--- src/rtl/bl_pwm_pkg.sv ---
package bl_pwm_pkg;
  localparam int BLP_CNT_W  = 8;
  localparam int BLP_PS_W   = 3;
  localparam int BLP_PS_MAX = 6;

  function automatic int clamp_ps(input int sel, input int lim);
    return (sel > lim) ? lim : sel;
  endfunction
endpackage

--- src/rtl/bl_pwm_tick_gen.sv ---
module bl_pwm_tick_gen #(
  parameter int PS_W  = 3,
  parameter int DIV_W = 6
) (
  input  logic             clk,
  input  logic             rst,
  input  logic             clksel,
  input  logic             aux_tick,
  input  logic [PS_W-1:0]  ps,
  output logic             tick,
  output logic [DIV_W-1:0] div_cnt
);
  logic             src_tick;
  logic [DIV_W-1:0] mask;

  assign src_tick = clksel ? aux_tick : 1'b1;
  assign mask     = ~({DIV_W{1'b1}} << ps);
  assign tick     = src_tick && ((div_cnt & mask) == mask);

  always_ff @(posedge clk) begin
    if (rst)           div_cnt <= '0;
    else if (tick)     div_cnt <= '0;
    else if (src_tick) div_cnt <= div_cnt + 1'b1;
  end
endmodule

--- src/rtl/bl_pwm_counter.sv ---
module bl_pwm_counter #(
  parameter int CNT_W = 8
) (
  input  logic             clk,
  input  logic             rst,
  input  logic             tick,
  output logic [CNT_W-1:0] cnt,
  output logic             wrap
);
  assign wrap = tick && (cnt == {CNT_W{1'b1}});

  always_ff @(posedge clk) begin
    if (rst)       cnt <= '0;
    else if (tick) cnt <= cnt + 1'b1;
  end
endmodule

--- src/rtl/bl_pwm_shadow.sv ---
module bl_pwm_shadow
  import bl_pwm_pkg::*;
#(
  parameter int CNT_W  = 8,
  parameter int PS_W   = 3,
  parameter int PS_MAX = 6
) (
  input  logic             clk,
  input  logic             rst,
  input  logic             load,
  input  logic [CNT_W-1:0] cfg_cmp,
  input  logic [PS_W-1:0]  cfg_psel,
  input  logic             cfg_pol,
  output logic [CNT_W-1:0] act_cmp,
  output logic [PS_W-1:0]  act_ps,
  output logic             act_pol
);
  logic [PS_W-1:0] ps_sat;

  assign ps_sat = PS_W'(clamp_ps(int'(cfg_psel), PS_MAX));

  always_ff @(posedge clk) begin
    if (rst || load) begin
      act_cmp <= cfg_cmp;
      act_ps  <= ps_sat;
      act_pol <= cfg_pol;
    end
  end
endmodule

--- src/rtl/bl_pwm_out_stage.sv ---
module bl_pwm_out_stage #(
  parameter int CNT_W = 8
) (
  input  logic             clk,
  input  logic             rst,
  input  logic             rst_pol,
  input  logic [CNT_W-1:0] cnt,
  input  logic [CNT_W-1:0] cmp,
  input  logic             pol,
  output logic             pwm_out
);
  logic in_pulse;

  assign in_pulse = (cnt < cmp);

  always_ff @(posedge clk) begin
    if (rst) pwm_out <= ~rst_pol;
    else     pwm_out <= pol ? in_pulse : ~in_pulse;
  end
endmodule

--- src/rtl/bl_pwm.sv ---
module bl_pwm
  import bl_pwm_pkg::*;
#(
  parameter int CNT_W  = BLP_CNT_W,
  parameter int PS_W   = BLP_PS_W,
  parameter int PS_MAX = BLP_PS_MAX
) (
  input  logic             clk,
  input  logic             rst,
  input  logic [CNT_W-1:0] cfg_cmp,
  input  logic [PS_W-1:0]  cfg_psel,
  input  logic             cfg_pol,
  input  logic             cfg_clksel,
  input  logic             aux_tick,
  output logic             pwm_out
);
  localparam int DIV_W = (PS_MAX < 1) ? 1 : PS_MAX;

  logic             tick;
  logic             wrap;
  logic [DIV_W-1:0] div_cnt;
  logic [CNT_W-1:0] cnt;
  logic [CNT_W-1:0] act_cmp;
  logic [PS_W-1:0]  act_ps;
  logic             act_pol;

  bl_pwm_tick_gen #(.PS_W(PS_W), .DIV_W(DIV_W)) u_tick (
    .clk(clk), .rst(rst), .clksel(cfg_clksel), .aux_tick(aux_tick),
    .ps(act_ps), .tick(tick), .div_cnt(div_cnt)
  );

  bl_pwm_counter #(.CNT_W(CNT_W)) u_cnt (
    .clk(clk), .rst(rst), .tick(tick), .cnt(cnt), .wrap(wrap)
  );

  bl_pwm_shadow #(.CNT_W(CNT_W), .PS_W(PS_W), .PS_MAX(PS_MAX)) u_shadow (
    .clk(clk), .rst(rst), .load(wrap),
    .cfg_cmp(cfg_cmp), .cfg_psel(cfg_psel), .cfg_pol(cfg_pol),
    .act_cmp(act_cmp), .act_ps(act_ps), .act_pol(act_pol)
  );

  bl_pwm_out_stage #(.CNT_W(CNT_W)) u_out (
    .clk(clk), .rst(rst), .rst_pol(cfg_pol),
    .cnt(cnt), .cmp(act_cmp), .pol(act_pol), .pwm_out(pwm_out)
  );
endmodule

--- config.mk ---
export PLATFORM = sky130hd
export DESIGN_NAME = bl_pwm
export DESIGN_NICKNAME = d
export VERILOG_FILES = /design/src/rtl/bl_pwm_pkg.sv /design/src/rtl/bl_pwm_tick_gen.sv /design/src/rtl/bl_pwm_counter.sv /design/src/rtl/bl_pwm_shadow.sv /design/src/rtl/bl_pwm_out_stage.sv /design/src/rtl/bl_pwm.sv
export SDC_FILE = /design/constraint.sdc
export NUM_CORES = 1
export LEC_CHECK = 0
export ABC_CLOCK_PERIOD_IN_PS = 2600
export BUFFER_PORTS_ARGS = -buffer_cell sky130_fd_sc_hd__buf_2
export CAP_MARGIN = 20
export CORE_MARGIN = 1.5
export CORE_UTILIZATION = 50
export CTS_CLUSTER_SIZE = 20
export DETAILED_ROUTE_END_ITERATION = 6
export HOLD_SLACK_MARGIN = 0.03
export PLACE_DENSITY = 0.73
export SETUP_SLACK_MARGIN = 0.2
export SLEW_MARGIN = 20
export SYNTH_ARGS = -nofsm -noshare
export SYNTH_HDL_FRONTEND = slang
export SYNTH_HIERARCHICAL = 1
export SYNTH_SLANG_ARGS = --single-unit
--- constraint.sdc ---
create_clock -name clk -period 2.6 [get_ports clk]
set_clock_uncertainty 0.15 [all_clocks]
set_input_delay 0.13 -clock clk [delete_from_list [all_inputs] [get_ports clk]]
set_output_delay 0.13 -clock clk [all_outputs]
set_load 0.1 [all_outputs]
==> results.md, run 1 <==
- CTS Buffer Depth: 2
- Number of remaining DRC errors: 0
- Die area: a little under 3000 um2
- CTS resizes: 0
- Worst hold path stage count: 2
- Routed len/inst: ~13 um
- Post-Route WL: approximately 2.3 mm
- Via Count: between 900 and 1,000
- Vias in the first global route: around 940
- Area delta synth->final: 18.86%
- Tot Pwr: approximately 0.00075 W
- Crit end category: flop
- Grt ovf: 0
- CP arrival: 2120 ps
- Total track usage: 0.1756
- Number of routed nets with antenna violations: 0
- Pins Over Slew Limit: 0
- H-tree Lvls: 1
- Initial antenna violation count: 0
- Worst-margin pin slew: 482.5 ps
- FF-to-FF End: u_shadow/act_cmp[2]
- IO Port Bufs: 16
- CP Data Required Time: roughly 2500 ps
- CP bufs+invs: 0
- Chain of cells forming the critical path: nand2_1, o311a_1, a211oi_4, nand3_1, nor2_1, and3_1, or2_4
- Syn Std Cell Area: 1294 um2
- Status: finished, final reports clean
- CP max FO: 12
- Final HPWL DP: approximately 1.6 mm
- Seq/Total Area, Yosys: 0.5106
- Levels on crit path: 7
- Die width: about 54 um
- Final GP Congestion: 0.7833
- RSZ-0062 raised after global routing: false
- Setup TNS: 0 ps
- Slowest-stage cell, CP: dfxtp_1
- First-pass GRT wire length: between 3 and 4 mm
- Max-slew headroom: 0.6806
- Min-Delay Path Class: input pin to flop
- Final Hold Viols: 0
- Synth Instances: ~120
- CTS root buffer: clkbuf_4
- Max stage delay on crit path: 470 ps
- Post-CTS setup buffer count: 0
- Core box area: ~2500 um2
- End point of the critical path: u_shadow/act_cmp[2]
- Leakage: 0.6438 nW
- Synth Warn #: 6
- Crit share post-route: 0.8658
- Vias per inst: ~5.4
- Starting density of the core: 0.5270
- I/O pins: 17
- RR Startpoint: u_tick/div_cnt[2]
- Cell family with the largest share of critical-path delay: simple AND/OR/NAND/NOR gates
- Cell row count: 18
- Drt first-iter violations: 13
- DR pass1 iterations: 4
- Number of max-cap violations: 0
- Reg2Reg Depth: 7
- Syn_area_per_cell: 10.60 um2
- Clock sink count: 27
- Achievable frequency: ~440 MHz
- Clock transition at path regs: ~130 ps
- Final setup violation count: 0
- Max VDD drop: 0.5764 mV
- Register bit total from synthesis: 27
- Pin count of the biggest net entering global routing: 20
- CP Launch Point: u_tick/div_cnt[2]
- Chip height: between 50 and 60 um
- Crit path launch type: flop
- Crit Path Category: flop to flop
- Yosys cell types: 31
- R2r setup slk: 350 ps
- ANT cells: 0
- Final min period: ~2300 ps
- Pwr per Cell Area: ~480 nW/um2
- Cts bufs inserted: 3
- Clk Latency, worst-skew pair: just over 300 ps
- CTS tree: built
- Synth Net Count: ~150
- Share of layout cells above drive strength 1: 0.1678
- Layout Nets: roughly 180
==> per-layer routing <==
metal / global-route usage / share of wire
met1: 0.1793 / 0.42
met2: 0.3516 / 0.55
met3: 0.05000 / 0.026
met4: 0.02564 / 0.0053
met5: 0 / 0
==> cell type report <==
cell class / count / area [um2]
repair buffers: 29 / 207.7
multi-input cells: 81 / 575.6
inverters: 8 / 30.03
well taps: 30 / 37.54
fillers: 208 / 917.1
clock buffers: 4 / 26.28
flip-flops and latches: 27 / 660.6
==> placed cells by master, fill, tap and decap left out <==
master          n
nand2_1         7
a211oi_4        1
xor2_1          7
nor3_1          7
nand4_2         1
inv_1           8
o311a_1         1
o21ai_0         4
a21boi_0        1
nor2b_1         3
or3_1           2
xnor2_1         2
o21ai_1         2
dfxtp_1        15
clkbuf_4        3
buf_2          16
nand3_1         3
nor3b_2         1
o2bb2ai_1       1
buf_4           1
ha_1            9
dlygate4sd3_1  12
nor2_1          9
a22oi_1         1
mux2i_1         2
clkbuf_1        1
a21oi_1         4
nand4_1         6
nand2b_1        1
or2_4           1
a2111o_1        1
edfxtp_1       12
and3_1          3
mux2_2          1
==> metrics by stage <==
stage / std cells / hold slack, ps / utilization / cell area, um2 / worst slack [ps]
final: 179 / 33.80 / 0.6264 / 1538 / 348.9
after global placement: 163 / 156.6 / 0.5668 / 1391 / 439.2
after detailed placement: 163 / 158.1 / 0.5668 / 1391 / 377.5
after CTS: 179 / 32.05 / 0.6264 / 1538 / 357.9
after floorplan: 122 / 57.41 / - / 1296 / 238.8
after global routing: 179 / 43.72 / 0.6264 / 1538 / 233.4
==> synthesized netlist by cell type <==
| cell type | count | area (um2) |
|---|---|---|
| nand4_2 | 1 | 12.51 |
| xnor2_1 | 2 | 17.52 |
| mux2i_1 | 2 | 20.02 |
| or2_1 | 1 | 6.260 |
| o21ai_0 | 4 | 20.02 |
| o2bb2ai_1 | 1 | 8.760 |
| a21boi_0 | 1 | 7.510 |
| or3_1 | 2 | 12.51 |
| mux2_2 | 1 | 11.26 |
| inv_1 | 8 | 30.03 |
| and3_1 | 3 | 18.77 |
| buf_4 | 2 | 15.01 |
| edfxtp_1 | 12 | 360.4 |
| a21oi_1 | 4 | 20.02 |
| dfxtp_1 | 15 | 300.3 |
| nand2_1 | 7 | 26.28 |
| a22oi_1 | 1 | 7.510 |
| nand2b_1 | 1 | 6.260 |
| nor3b_2 | 1 | 12.51 |
| nor3_1 | 7 | 35.03 |
| ha_1 | 9 | 112.6 |
| o311a_1 | 1 | 10.01 |
| nand3_1 | 3 | 15.01 |
| a2111o_1 | 1 | 11.26 |
| nor2_1 | 9 | 33.78 |
| clkbuf_1 | 4 | 15.01 |
| a211oi_4 | 1 | 20.02 |
| xor2_1 | 7 | 61.31 |
| nor2b_1 | 3 | 18.77 |
| nand4_1 | 6 | 37.54 |
| o21ai_1 | 2 | 10.01 |
==> flip-flops by register name, indices dropped and copies added (netlist names) <==
register / cells
u_cnt/cnt: 8
u_tick/div_cnt: 6
u_out/pwm_out: 1
u_shadow/act_pol: 1
u_shadow/act_ps: 3
u_shadow/act_cmp: 8
==> worst register-to-register path, stage by stage (launching register included) <==
cell and delay, ps:
dfxtp_1 470, nand2_1 80, o311a_1 370, a211oi_4 230, nand3_1 100, nor2_1 160
and3_1 180, or2_4 210
==> kinds of logic (layout without fill, tap and decap cells) <==
| logic type | Yosys count | in the layout | share of synthesized area |
|---|---|---|---|
| compound gates | 16 | 16 | 0.08898 |
| simple gates | 44 | 44 | 0.1818 |
| mux | 3 | 3 | 0.02418 |
| flops | 27 | 27 | 0.5106 |
| xor+xnor | 9 | 9 | 0.06093 |
| fa+ha+maj | 9 | 9 | 0.08704 |
| buf+inv | 14 | 41 | 0.04642 |
==> worst min path at each step <==
stage	start	to	slack [ps]
after CTS	rst	u_cnt/cnt[4]	30
final	rst	u_cnt/cnt[0]	30
after global routing	rst	u_cnt/cnt[0]	40
after global placement	cfg_cmp[2]	u_shadow/act_cmp[2]	160
after floorplan	rst	u_tick/div_cnt[0]	60
after detailed placement	cfg_cmp[0]	u_shadow/act_cmp[0]	160
==> what timing repair did <==
item,CTS,global route
setup endpoints to repair,0,0
hold buffers,12,0
endpoints found under the hold margin,13,0
==> power breakdown <==
group	switching, W	internal (W)	total, W
Combinational	0.0000508	0.0000455	0.0000963
Clock	0.000106	0.0000598	0.000166
Sequential	0.0000155	0.000467	0.000483
No activity file was read; power rests on OpenSTA's default activity.
==> run 2, diff against run 1 <==
- BUFFER_PORTS_ARGS: -buffer_cell sky130_fd_sc_hd__buf_2 -> not set
- CORE_UTILIZATION: 50 -> 45
- DONT_BUFFER_PORTS: not set -> 1
- PLACE_DENSITY: 0.73 -> 0.62
==> run 2 against run 1 <==
Critical path depth unchanged. Cell count is 7.8% lower. Combinational power decreased by 23%. Count of clock-buffer cells in the layout shrank 1. Register-to-register slack about the same. Design area fell by 4.4%. Non-clock buffer count down 15. Hold slack improved by 64 ps. Die area increased by 10%. Power hardly changed. Sequential share of layout area increased by 2.0 points. Wire length is 6.4% lower. Largest cell class unchanged.
==> results.md, run 2 (synthesis gave the netlist of run 1 again) <==
- Pwr per Cell Area: 507.3 nW/um2 (+4.7%)
- CP max FO: 11 (-1)
- Vias per inst: 5.424 (+1.4%)
- Status: finished, final reports clean
- Layout Nets: 160 (-8.6%)
- Reg2Reg Depth: 7 (unchanged)
- Max-slew headroom: 0.3714 (-0.3092)
- ANT cells: 0 (unchanged)
- First-pass GRT wire length: 3.615 mm (-1.3%)
- Slowest-stage cell, CP: edfxtp_1
- Post-placement cell count: 148 (-9.2%)
- CP Data Required Time: 2700 ps (+230 ps)
- Multi-input gate area: 575.6 um2 (unchanged)
- Sequential cell area: 660.6 um2 (unchanged)
- Largest registers: u_cnt/cnt (8), u_shadow/act_cmp (8), u_tick/div_cnt (6)
- Initial antenna violation count: 0 (unchanged)
- CTS Buffer Depth: 2 (unchanged)
- Vias in the first global route: 862 (-8.4%)
- Commonest non-fill, non-tap cells in the layout: 15 x dfxtp_1, 13 x dlygate4sd3_1, 12 x edfxtp_1
- Crit end category: flop
- DR pass1 iterations: 4 (unchanged)
- Post-Route WL: 2.107 mm (-6.4%)
- Cts bufs inserted: 3 (unchanged)
- Pins Over Slew Limit: 0 (unchanged)
- Most common cell after layout, fill and taps aside: dfxtp_1
- Number of remaining DRC errors: 0 (unchanged)
- Worst hold path stage count: 3 (+1)
- Number of max-cap violations: 0 (unchanged)
- CTS tree: built
- Crit share post-route: 0.8665 (about the same)
- Filler cells: 250 (+20%)
- Core box area: 2734 um2 (+11%)
- Finished Layout Cells: 165 (-7.8%)
- Crit Path Category: flop to flop
- Number of routed nets with antenna violations: 0 (unchanged)
- Setup TNS: 0 ps (unchanged)
- Share of layout cells above drive strength 1: 0.07463 (-0.09316)
- Final Hold Viols: 0 (unchanged)
- Area after DPL: 1313 um2 (-5.7%)
- Pin count of the biggest net entering global routing: 20 (unchanged)
- R2r setup slk: 350 ps (about the same)
- Chain of cells forming the critical path: nor2b_1, o311a_1, a211oi_4, buf_4, nand4_2, or3_1, a21oi_1
- CP arrival: 2350 ps (+230 ps)
- Achievable frequency: 443.9 MHz (about the same)
- Crit path launch type: flop
- Die width: 56.62 um (+5.1%)
- IO Port Bufs: 0 (-16)
- Post-CTS setup buffer count: 0 (unchanged)
- Min-Delay Path Class: input pin to flop
- Die area: 3206 um2 (+10%)
- Area delta synth->final: 13.64%
- Via Count: 895 (-6.6%)
- Clock sink count: 27 (unchanged)
- H-tree Lvls: 1 (unchanged)
- RSZ-0062 raised after global routing: false
- Worst-margin pin slew: 941.6 ps (+459.1 ps)
- Cell row count: 19 (+1)
- Leakage: 0.5880 nW (-8.7%)
- Clock transition at path regs: 140 ps (about the same)
- Worst hold path startpoint: cfg_clksel
- Final GP Congestion: 0.8124 (+3.7%)
- I/O pins: 17 (unchanged)
- Drt first-iter violations: 19 (+6)
- Max stage delay on crit path: 450 ps (-20 ps)
- Final HPWL DP: 1.514 mm (-3.3%)
- Final min period: 2253 ps (+1.896 ps)
- Grt ovf: 0 (unchanged)
- Total track usage: 0.1431 (-0.03251)
- Final Instance Area: 1470 um2 (-4.4%)
- Chip height: 56.62 um (+5.1%)
- RR Startpoint: u_shadow/act_ps[0]
- Hold Path End: u_tick/div_cnt[0]
- Clk Latency, worst-skew pair: 320 ps (about the same)
- Routed len/inst: 12.77 um (+1.5%)
- Starting density of the core: 0.4732 (-0.05379)
- Final core utilization: 0.5378 (-0.08864)
- Final setup violation count: 0 (unchanged)
- FF-to-FF End: u_cnt/cnt[7]
- Max VDD drop: 0.3071 mV (-47%)
- CTS root buffer: clkbuf_4
## run 2: cell count changes in the layout (fill, tap and decap cells not counted)
cell,previous run,this run
clkbuf_1,1,0
dlygate4sd3_1,12,13
clkinv_2,0,1
buf_2,16,0
## run 2: cell type report
type                            instances  area share
Multi-Input combinational cell         81      0.3915
Clock buffer                            3     0.01532
Tap cell                               31     0.02638
Sequential cell                        27      0.4494
Inverter                                8     0.02043
Clock inverter                          1    0.003404
Timing Repair Buffer                   14     0.09362
## run 2: metrics by stage
stage               worst slack (ps)  total power [W]  hold slack [ps]
finish                         347.0        0.0007459            97.42
global route                   223.2        0.0007828            115.2
CTS                            328.5        0.0007613            66.13
detailed placement             374.2        0.0005593            54.68
global placement               431.1        0.0005550            52.17
floorplan                      238.8        0.0005488            57.41
## run 2: metal layers
metal,GRT usage,wire [um],vias up
met5,0,0,-
met4,0.06122,19,0
met3,0.02074,46,2
met2,0.2425,1052,12
met1,0.1805,989,422
li1,-,-,459
## run 2: worst max-delay path by stage
stage	from	end	slack, ps
finish	u_shadow/act_ps[0]	u_cnt/cnt[7]	350
global route	u_shadow/act_ps[0]	u_cnt/cnt[7]	220
CTS	u_shadow/act_ps[0]	u_cnt/cnt[7]	330
detailed placement	u_shadow/act_ps[0]	u_cnt/cnt[7]	370
global placement	u_shadow/act_ps[0]	u_shadow/act_cmp[0]	430
floorplan	u_shadow/act_ps[0]	u_shadow/act_cmp[0]	240
## run 2: power breakdown
| part | internal [W] | switching (W) |
|---|---|---|
| logic | 0.0000382 | 0.0000364 |
| registers | 0.000467 | 0.0000265 |
| clock network | 0.0000576 | 0.000120 |
| total | 0.000563 | 0.000183 |
## run 2: worst max-delay path: cells and delay by family (launching register included)
family          cells  cell delay [ps]
flops               1              450
simple gates        3              670
compound gates      3              690
buf+inv             1              220
## run 2: what timing repair did
action | CTS | global route
hold buffers | 13 | 0
resized for setup | 0 | 0
endpoints found under the hold margin | 39 | 0
endpoints found under the setup margin | 0 | 0
